`src/rtl/irq_nest_pkg.sv`:
```
package irq_nest_pkg;
  localparam int N_SRC   = 5;
  localparam int N_EXT   = 2;
  localparam int N_TMR   = 2;
  localparam int REG_W   = 8;
  localparam int GLB_BIT = REG_W - 1;
  localparam int SRC_SER = N_SRC - 1;
  localparam int ID_W    = $clog2(N_SRC);
  localparam logic [REG_W-1:0] EN_MASK   = REG_W'((1 << GLB_BIT) | ((1 << N_SRC) - 1));
  localparam logic [REG_W-1:0] PRIO_MASK = REG_W'((1 << N_SRC) - 1);

  typedef enum logic {SEL_EN = 1'b0, SEL_PRIO = 1'b1} reg_sel_e;

  typedef struct packed {
    logic hi;
    logic lo;
  } act_t;

  // externals and timers interleave in the polling order
  function automatic int ext_slot(int k);
    return 2 * k;
  endfunction

  function automatic int tmr_slot(int k);
    return 2 * k + 1;
  endfunction
endpackage

```
`src/rtl/irq_ext_cap.sv`:
```
module irq_ext_cap (
  input  logic clk_i,
  input  logic rst_ni,
  input  logic pin_n_i,
  input  logic edge_mode_i,
  input  logic clr_i,
  output logic req_o
);
  logic pin_q;
  logic flag_q;
  logic fall;

  assign fall = pin_q & ~pin_n_i;

  always_ff @(posedge clk_i or negedge rst_ni) begin
    if (!rst_ni) begin
      pin_q  <= 1'b1;
      flag_q <= 1'b0;
    end else begin
      pin_q <= pin_n_i;
      if (!edge_mode_i)  flag_q <= 1'b0;
      else if (fall)     flag_q <= 1'b1;
      else if (clr_i)    flag_q <= 1'b0;
    end
  end

  assign req_o = edge_mode_i ? flag_q : ~pin_n_i;


  ext_clr_chk: assert property (@(posedge clk_i) disable iff (!rst_ni)
    (edge_mode_i && clr_i && !fall) |=> !flag_q);
endmodule

```
`src/rtl/irq_tmr_cap.sv`:
```
module irq_tmr_cap (
  input  logic clk_i,
  input  logic rst_ni,
  input  logic ovf_i,
  input  logic clr_i,
  output logic req_o
);
  logic flag_q;

  // a new overflow wins over a same-cycle clear
  always_ff @(posedge clk_i or negedge rst_ni) begin
    if (!rst_ni)     flag_q <= 1'b0;
    else if (ovf_i)  flag_q <= 1'b1;
    else if (clr_i)  flag_q <= 1'b0;
  end

  assign req_o = flag_q;


  tmr_clr_chk: assert property (@(posedge clk_i) disable iff (!rst_ni)
    (clr_i && !ovf_i) |=> !req_o);
endmodule

```
`src/rtl/irq_pick.sv`:
```
module irq_pick #(
  parameter int N    = 5,
  localparam int IW  = (N > 1) ? $clog2(N) : 1
) (
  input  logic [N-1:0]  req_i,
  input  logic [N-1:0]  prio_i,
  input  logic          act_hi_i,
  input  logic          act_lo_i,
  output logic          valid_o,
  output logic          hi_o,
  output logic [IW-1:0] id_o,
  output logic [N-1:0]  grant_o
);
  logic [N-1:0]  hi_req;
  logic [N-1:0]  lo_req;
  logic          hi_ok;
  logic          lo_ok;

  function automatic logic [IW-1:0] first_set(logic [N-1:0] v);
    logic [IW-1:0] r;
    r = '0;
    for (int i = N - 1; i >= 0; i--) begin
      if (v[i]) r = IW'(i);
    end
    return r;
  endfunction

  assign hi_req = req_i & prio_i;
  assign lo_req = req_i & ~prio_i;
  assign hi_ok  = (|hi_req) && !act_hi_i;
  assign lo_ok  = (|lo_req) && !act_hi_i && !act_lo_i;

  always_comb begin
    valid_o = hi_ok | lo_ok;
    hi_o    = hi_ok;
    if (hi_ok)      id_o = first_set(hi_req);
    else if (lo_ok) id_o = first_set(lo_req);
    else            id_o = '0;
  end

  for (genvar g = 0; g < N; g++) begin : g_grant
    assign grant_o[g] = valid_o && (id_o == IW'(g));
  end
endmodule

```
`src/rtl/irq_level_trk.sv`:
```
module irq_level_trk
  import irq_nest_pkg::*;
(
  input  logic clk_i,
  input  logic rst_ni,
  input  logic take_i,
  input  logic take_hi_i,
  input  logic reti_i,
  output act_t act_o
);
  act_t act_q;
  act_t act_d;

  always_comb begin
    act_d = act_q;
    if (reti_i) begin
      if (act_q.hi) act_d.hi = 1'b0;
      else          act_d.lo = 1'b0;
    end
    if (take_i) begin
      if (take_hi_i) act_d.hi = 1'b1;
      else           act_d.lo = 1'b1;
    end
  end

  always_ff @(posedge clk_i or negedge rst_ni) begin
    if (!rst_ni) act_q <= '0;
    else         act_q <= act_d;
  end

  assign act_o = act_q;


  reti_pop_chk: assert property (@(posedge clk_i) disable iff (!rst_ni)
    (reti_i && act_q.hi && !take_i) |=> (!act_q.hi && $stable(act_q.lo)));


  take_lvl_chk: assert property (@(posedge clk_i) disable iff (!rst_ni)
    (take_i && take_hi_i) |=> act_q.hi);
endmodule

```
`src/rtl/irq_nest_ctrl.sv`:
```
module irq_nest_ctrl
  import irq_nest_pkg::*;
#(
  parameter int ADDR_W   = 16,
  parameter int VEC_BASE = 3,
  parameter int VEC_STEP = 8
) (
  input  logic              clk_i,
  input  logic              rst_ni,
  input  logic              reg_we_i,
  input  logic              reg_sel_i,
  input  logic [REG_W-1:0]  reg_wdata_i,
  output logic [REG_W-1:0]  en_reg_o,
  output logic [REG_W-1:0]  prio_reg_o,
  input  logic [N_EXT-1:0]  ext_n_i,
  input  logic [N_EXT-1:0]  ext_edge_i,
  input  logic [N_TMR-1:0]  tmr_ovf_i,
  input  logic              ser_flag_i,
  input  logic              mem_flag_i,
  input  logic              mem_ie_i,
  input  logic              ack_i,
  input  logic              reti_i,
  output logic              irq_o,
  output logic [ADDR_W-1:0] vec_addr_o,
  output logic              vec_hi_o,
  output logic [1:0]        act_o
);
  logic [REG_W-1:0] en_q;
  logic [REG_W-1:0] prio_q;
  logic [N_SRC-1:0] raw_req;
  logic [N_SRC-1:0] gated_req;
  logic [N_SRC-1:0] grant;
  logic [N_SRC-1:0] clr;
  logic [ID_W-1:0]  pick_id;
  logic             pick_valid;
  logic             pick_hi;
  logic             take;
  act_t             act;

  always_ff @(posedge clk_i or negedge rst_ni) begin
    if (!rst_ni) begin
      en_q   <= '0;
      prio_q <= '0;
    end else if (reg_we_i) begin
      if (reg_sel_i == SEL_PRIO) prio_q <= reg_wdata_i & PRIO_MASK;
      else                       en_q   <= reg_wdata_i & EN_MASK;
    end
  end

  assign en_reg_o   = en_q;
  assign prio_reg_o = prio_q;

  for (genvar k = 0; k < N_EXT; k++) begin : g_ext
    irq_ext_cap u_cap (
      .clk_i       (clk_i),
      .rst_ni      (rst_ni),
      .pin_n_i     (ext_n_i[k]),
      .edge_mode_i (ext_edge_i[k]),
      .clr_i       (clr[ext_slot(k)]),
      .req_o       (raw_req[ext_slot(k)])
    );
  end

  for (genvar k = 0; k < N_TMR; k++) begin : g_tmr
    irq_tmr_cap u_cap (
      .clk_i  (clk_i),
      .rst_ni (rst_ni),
      .ovf_i  (tmr_ovf_i[k]),
      .clr_i  (clr[tmr_slot(k)]),
      .req_o  (raw_req[tmr_slot(k)])
    );
  end

  // shared vector: both flags are owned and cleared elsewhere
  assign raw_req[SRC_SER] = ser_flag_i | (mem_flag_i & mem_ie_i);

  assign gated_req = raw_req & en_q[N_SRC-1:0] & {N_SRC{en_q[GLB_BIT]}};

  irq_pick #(.N(N_SRC)) u_pick (
    .req_i    (gated_req),
    .prio_i   (prio_q[N_SRC-1:0]),
    .act_hi_i (act.hi),
    .act_lo_i (act.lo),
    .valid_o  (pick_valid),
    .hi_o     (pick_hi),
    .id_o     (pick_id),
    .grant_o  (grant)
  );

  assign take = pick_valid & ack_i;
  assign clr  = grant & {N_SRC{ack_i}};

  irq_level_trk u_trk (
    .clk_i     (clk_i),
    .rst_ni    (rst_ni),
    .take_i    (take),
    .take_hi_i (pick_hi),
    .reti_i    (reti_i),
    .act_o     (act)
  );

  assign irq_o      = pick_valid;
  assign vec_hi_o   = pick_hi;
  assign vec_addr_o = pick_valid
                    ? ADDR_W'(VEC_BASE) + ADDR_W'(pick_id) * ADDR_W'(VEC_STEP)
                    : '0;
  assign act_o      = act;


  hi_no_preempt_chk: assert property (@(posedge clk_i) disable iff (!rst_ni)
    act.hi |-> !irq_o);


  lo_preempt_hi_chk: assert property (@(posedge clk_i) disable iff (!rst_ni)
    (act.lo && irq_o) |-> vec_hi_o);


  glob_mask_chk: assert property (@(posedge clk_i) disable iff (!rst_ni)
    !en_q[GLB_BIT] |-> !irq_o);


  ack_idle_chk: assert property (@(posedge clk_i) disable iff (!rst_ni)
    (!irq_o && !reti_i) |=> $stable(act));
endmodule

```
`config.mk`:
```
export PLATFORM = sky130hd
export DESIGN_NAME = irq_nest_ctrl
export DESIGN_NICKNAME = d
export VERILOG_FILES = /design/src/rtl/irq_nest_pkg.sv /design/src/rtl/irq_ext_cap.sv /design/src/rtl/irq_tmr_cap.sv /design/src/rtl/irq_pick.sv /design/src/rtl/irq_level_trk.sv /design/src/rtl/irq_nest_ctrl.sv
export SDC_FILE = /design/constraint.sdc
export NUM_CORES = 1
export LEC_CHECK = 0
export BUFFER_PORTS_ARGS = -buffer_cell sky130_fd_sc_hd__clkbuf_2
export CORE_MARGIN = 4
export CORE_UTILIZATION = 40
export CTS_CLUSTER_SIZE = 40
export DETAILED_ROUTE_END_ITERATION = 12
export GPL_ROUTABILITY_DRIVEN = 0
export GPL_TIMING_DRIVEN = 0
export HOLD_SLACK_MARGIN = 0.08
export PLACE_DENSITY = 0.78
export REMOVE_ABC_BUFFERS = 1
export SETUP_SLACK_MARGIN = 0.15
export SLEW_MARGIN = 20
export SYNTH_ARGS = -nofsm -noshare
export SYNTH_HDL_FRONTEND = slang
export SYNTH_SLANG_ARGS = --single-unit
```
`constraint.sdc`:
```
create_clock -name clk_i -period 2.22 [get_ports clk_i]
set_input_delay 0.444 -clock clk_i [delete_from_list [all_inputs] [get_ports clk_i]]
set_output_delay 0.444 -clock clk_i [all_outputs]
set_load 0.05 [all_outputs]
```
# After elaboration in Yosys (flattened, before gate mapping)
# Index checks and enable logic that the tools add are counted.
[totals]
reg_bits = 19
word_cells = 77
[op_classes]
n_mux = 30
n_eq_ne = 5
n_bitwise = 15
reduce_logical = 16
add_sub_neg = 1
[op_table]
columns = ["op", "n"]
rows = [
  ["two-way mux 3 bit", 12],
  ["AND 5 bit", 4],
  ["two-way mux 1 bit", 15],
  ["OR reduction 5 bit", 2],
  ["adder 2 x 6 -> 7 bit (first input constant)", 1],
  ["logical AND 1 bit", 7],
  ["two-way mux 7 bit", 1],
  ["== test 3 x 2 -> 1 bit (second input constant)", 2],
  ["inequality test 3 x 1 -> 1 bit (second input constant)", 2],
  ["inverter 5 bit", 1],
  ["AND 1 bit", 4],
  ["AND 4 bit", 1],
  ["two-way mux 2 bit", 2],
  ["AND reduction 2 bit", 2],
  ["nonzero test 2 bit", 2],
  ["== test 3 x 1 -> 1 bit (second input constant)", 1],
  ["zero test 3 bit", 1],
  ["inverter 1 bit", 3],
  ["zero test 1 bit", 2],
  ["OR 1 bit", 2],
]

# Depth between registers and ports, before layout
[logic_depth]
ltp_word = 18
depth_mapped = 7
mapped_depth_nobuf = 6

# By module
# From an unflattened synthesis, not the netlist that was laid out.
[hier_totals]
cells_unflattened = 128
hier_area_um2 = 1340.0
[by_module_without_submodules]
columns = ["mod", "area_per_inst_um2", "seq_area_each_um2", "cells_each", "instances"]
rows = [
  ["irq_nest_ctrl", 679.4, 275.3, 59, 1],
  ["irq_pick", 324.1, 0.0, 41, 1],
  ["irq_ext_cap", 91.3, 51.3, 7, 2],
  ["irq_level_trk", 81.3, 50.0, 8, 1],
  ["irq_tmr_cap", 36.3, 25.0, 3, 2],
]

# Least setup slack after synthesis
# OpenSTA, ideal clock, no wires.
[synth_path]
path_type = "reg2out"
from = "register en_q[7] (netlist: en_reg_o[7])"
to = "output vec_addr_o[0]"
n_path_buf = 1
path_stages_with_launch = 7
arrival_time_ps = 2649
path_slack_ps = -873
path_cell_list = "dfrtp_1 nand2_1 or4b_4 nand2_1 nor3_1 a21oi_1 buf_4"
[synth_via]
elab_chain_len = 7
elab_cells_between_ends = 10
classes_between = "mux (1); bitwise (4); reduce/logical (5)"
[synth_rtl]
columns = ["item", "line", "rtl"]
rows = [
  ["from (decl)", "irq_nest_ctrl.sv:28", "logic [REG_W-1:0] en_q;"],
  ["from (signal assigned)", "irq_nest_ctrl.sv:46", "else en_q <= reg_wdata_i & EN_MASK;"],
  ["AND 5 bit *", "irq_nest_ctrl.sv:77", "assign gated_req = raw_req & en_q[N_SRC-1:0] & {N_SRC{en_q[GLB_BIT]}};"],
  ["AND 5 bit", "irq_pick.sv:29", "assign lo_req = req_i & ~prio_i;"],
  ["OR reduction 5 bit", "irq_pick.sv:31", "assign lo_ok = (|lo_req) && !act_hi_i && !act_lo_i;"],
  ["logical AND 1 bit (2 in series)", "irq_pick.sv:31", ""],
  ["OR 1 bit *", "irq_pick.sv:34", "valid_o = hi_ok | lo_ok;"],
  ["via irq_o", "irq_nest_ctrl.sv:23", "output logic irq_o,"],
  ["two-way mux 7 bit *", "irq_nest_ctrl.sv:105", "? ADDR_W'(VEC_BASE) + ADDR_W'(pick_id) * ADDR_W'(VEC_STEP)"],
  ["to (decl)", "irq_nest_ctrl.sv:24", "output logic [ADDR_W-1:0] vec_addr_o,"],
]
# Mark *: on every way through the listed nets, which the timed path passes. The rest lies on a longest branch.

# Final worst setup path
[layout_path]
from = "register en_q[7] (netlist: en_reg_o[7])"
to = "output vec_addr_o[4]"
[layout_via]
elab_chain_len = 10
elab_cells_between_ends = 21
classes_between = "add/sub (1); mux (11); bitwise (4); reduce/logical (5)"
[layout_rtl]
columns = ["item", "line", "rtl"]
rows = [
  ["AND 5 bit *", "irq_nest_ctrl.sv:77", ""],
  ["AND 5 bit", "irq_pick.sv:29", ""],
  ["two-way mux 3 bit (4 in series)", "irq_pick.sv:23", "if (v[i]) r = IW'(i);"],
  ["two-way mux 3 bit", "irq_pick.sv:37", "else if (lo_ok) id_o = first_set(lo_req);"],
  ["two-way mux 3 bit", "irq_pick.sv:36", "if (hi_ok) id_o = first_set(hi_req);"],
  ["adder 2 x 6 -> 7 bit", "irq_nest_ctrl.sv:105", ""],
  ["two-way mux 7 bit *", "irq_nest_ctrl.sv:105", ""],
]
# Every way passes the cells marked *; elsewhere a longest branch is shown, timed or not.

==> results_dict.tcl <==
set metrics [dict create \
    outcome "complete, but fails checks" \
    violations "setup timing" \
    yosysWarnings 0 \
    r2r_end "g_tmr[1].u_cap.req_o$_DFFE_PN0P_" \
    synth_top_area_share_pct 33.20 \
    worst-setup-path-type "register to output pin" \
    grt_pass1_wl_mm 4.850 \
    power.switching_mw 0.8826 \
    grt_use_met3_pct 2.946 \
    cts_made_buffers 3 \
    power_mw 1.752 \
    drive_above_1_share_pct 53.57 \
    clockBufferDepth 2 \
    design_area_um2 1673 \
    die_y_um 64.60 \
    clkTransAtPathRegs_ns 0.11 \
    dp_hpwl_mm 2.280 \
    synth_area_leaders "dfrtp_1 (33%), buf_4 (12%), mux2_2 (9.7%), o32ai_4 (4.3%), dfstp_2 (4.1%)" \
    synth_edf_count 0 \
    overflow 0 \
    intPower_mw 0.8689 \
    wirelength_mm 3.133 \
    yosysMostFrequentCell "buf_4" \
    cp_max_fo 8 \
    crit_path_end_kind "output pin" \
    ys_seq_elements 19 \
    cp_cell_sequence "and3_4 -> and3_4 -> or3_4 -> buf_4 -> o32ai_4 -> buf_8" \
    die-width_um 64.60 \
    drt-initial-drc-count 9 \
    finalSetupViolations 7 \
    dpl_cell_area_um2 1428 \
    grt_pass1_vias 1118 \
    start_util_pct 41.97 \
    finalCritPeriodShare_pct 110.9 \
    yosys.cell_types.count 38 \
    ios 59 \
    cts_num_sinks 19 \
    rr_startpoint "en_reg_o[7]$_DFFE_PN0P_" \
    synth_top_cell_by_area "dfrtp_1" \
    die-area_um2 4173 \
    ctsHtreeMaxLevel 1 \
    vias 1084 \
    syn_area_per_cell_um2 10.59 \
    yosysSeqAreaShare_pct 37.30 \
    grt_usage_pct 14.64 \
    use_met2_pct 26.93 \
    ys_async_sr_fraction_pct 100.0 \
    maxCapViolations 0 \
    fin_crit_ns 2.463 \
    cp-start-kind "register" \
    vias_per_cell 5.113 \
    hold_viol 0 \
    worstPathArrival_ns 2.02 \
    synth_flop_cell "dfrtp_1" \
    finalWorstSetupSlack_ns -0.2426 \
    r2r_cells 7 \
    clock_latency_ns 0.30 \
    dp_worst_setup_slack_ns -0.2392 \
    grt_max_degree 20 \
    rows 20 \
    synthTopCellsByCount "buf_4 (20), dfrtp_1 (17), mux2_2 (11)" \
    hold_slack_ns 0.08171 \
    rsz0062_at_grt "true" \
    fin_cells 212 \
    critPathMaxStageDelay_ns 0.48 \
    crit_required_ns 1.78 \
    max_freq_ghz 0.4061 \
    wl_per_cell_um 14.78 \
    crit_top_cell "and3_4" \
    switching_share_pct 50.39 \
    vdd_drop_max_mv 0.4881 \
    syn_to_final_growth_pct 30.57 \
    syn_inst 121 \
    worst_pin_slew_ns 0.5023 \
    dr.pass1.iters 4 \
    comb_power_share_pct 62.9 \
    critPathSlowestCell "dfrtp_2" \
    finish.utilization_pct 54.80 \
    slew_headroom_pct 66.45 \
    leakage_nw 0.7662 \
    pwr_density_cell_nw_per_um2 1047 \
    p_clk_share_pct 10.4 \
    antenna_cells 0 \
    cts_tree "done" \
    drc 0 \
    skew_ns 0.003700 \
    rrSetupSlack_ns 0.14 \
    core_area_um2 3053 \
    dp.cells 198 \
    drtAntennaViolNets 0 \
    port_buffers 40 \
    antenna_found_initial 0 \
    syn_area_um2 1281 \
    finalMaxSlewViolations 0 \
    root_buffer "clkbuf_4" \
    seq_power_share_pct 26.7 \
    setup_tns_ns -1.511 \
    grt_util_met1_pct 16.40 \
    nNetsFinal 192 \
    busiest_layer "met2" \
    min_path_type "input pin to async pin" \
]
power groups by stage:
stage	clock (mW)	combinational, mW	sequential [mW]
CTS	0.184	1.00	0.461
detailed placement	0	0.856	0.469
global placement	0	0.842	0.463
floorplan	0	0.535	0.604
global route	0.200	1.15	0.477
finish	0.182	1.10	0.467
metal layers:
metal	wire, um	up-vias
met5	0	-
met4	35	0
met3	206	6
met2	1609	47
met1	1282	535
li1	-	496
flip-flops by register name, indices dropped and copies added (netlist names):
name	flops
en_reg_o	6
g_ext.u_cap.flag_q	2
g_ext.u_cap.pin_q	2
g_tmr.u_cap.req_o	2
prio_reg_o	5
u_trk.act_o	2
placed cells by master (no fill, tap or decap), drive strengths merged, types with 3 or more instances in the layout:
| cell type | instances |
|---|---|
| nor2 | 6 |
| nand4 | 3 |
| a21oi | 5 |
| inv | 3 |
| o21ai | 3 |
| nand2b | 5 |
| conb | 16 |
| nor2b | 5 |
| clkbuf | 39 |
| nand3 | 3 |
| and3 | 3 |
| mux2 | 11 |
| buf | 15 |
| dfrtp | 17 |
| nand2 | 6 |
worst max path at each step:
stage / end / startpoint / depth (start not counted)
floorplan: irq_o / en_reg_o[7]$_DFFE_PN0P_ / 5
global placement: vec_addr_o[3] / ext_n_i[1] / 6
detailed placement: vec_addr_o[3] / ext_n_i[1] / 6
CTS: vec_addr_o[5] / en_reg_o[7]$_DFFE_PN0P_ / 5
global route: vec_addr_o[0] / en_reg_o[7]$_DFFE_PN0P_ / 5
finish: vec_addr_o[4] / en_reg_o[7]$_DFFE_PN0P_ / 6
final cells by class:
| cell class | instances | area [um^2] |
|---|---|---|
| clock buffer | 4 | 26.28 |
| fill | 273 | 1380 |
| inverter | 3 | 11.26 |
| multi-input combinational | 92 | 749.5 |
| sequential | 19 | 480.5 |
| tap | 44 | 55.05 |
| timing repair buffer | 50 | 350.3 |
worst max-delay path: cells and delay by family (launching register included):
kind	cells	cell delay [ns]
AND/OR/NAND/NOR	3	0.71
flip-flops	1	0.48
buffers and inverters	2	0.35
AO/OA/AOI/OAI	1	0.16
what timing repair did:
action,in CTS,in global routing
gates cloned,0,0
endpoints found under the setup margin,9,11
buffers inserted,8,2
resized for setup,19,20
pin swaps,6,6
hold buffers,0,0
logic make-up (layout without fill, tap and decap cells):
kind of cell	Yosys count	after routing	share of synthesized area, %
AO/OA/AOI/OAI	19	19	13.57
buffers and inverters	25	57	13.77
flip-flops	19	19	37.30
multiplexers	11	11	9.668
other	1	16	0.2927
AND/OR/NAND/NOR	46	46	25.39
No activity file was read; power rests on OpenSTA's default activity.
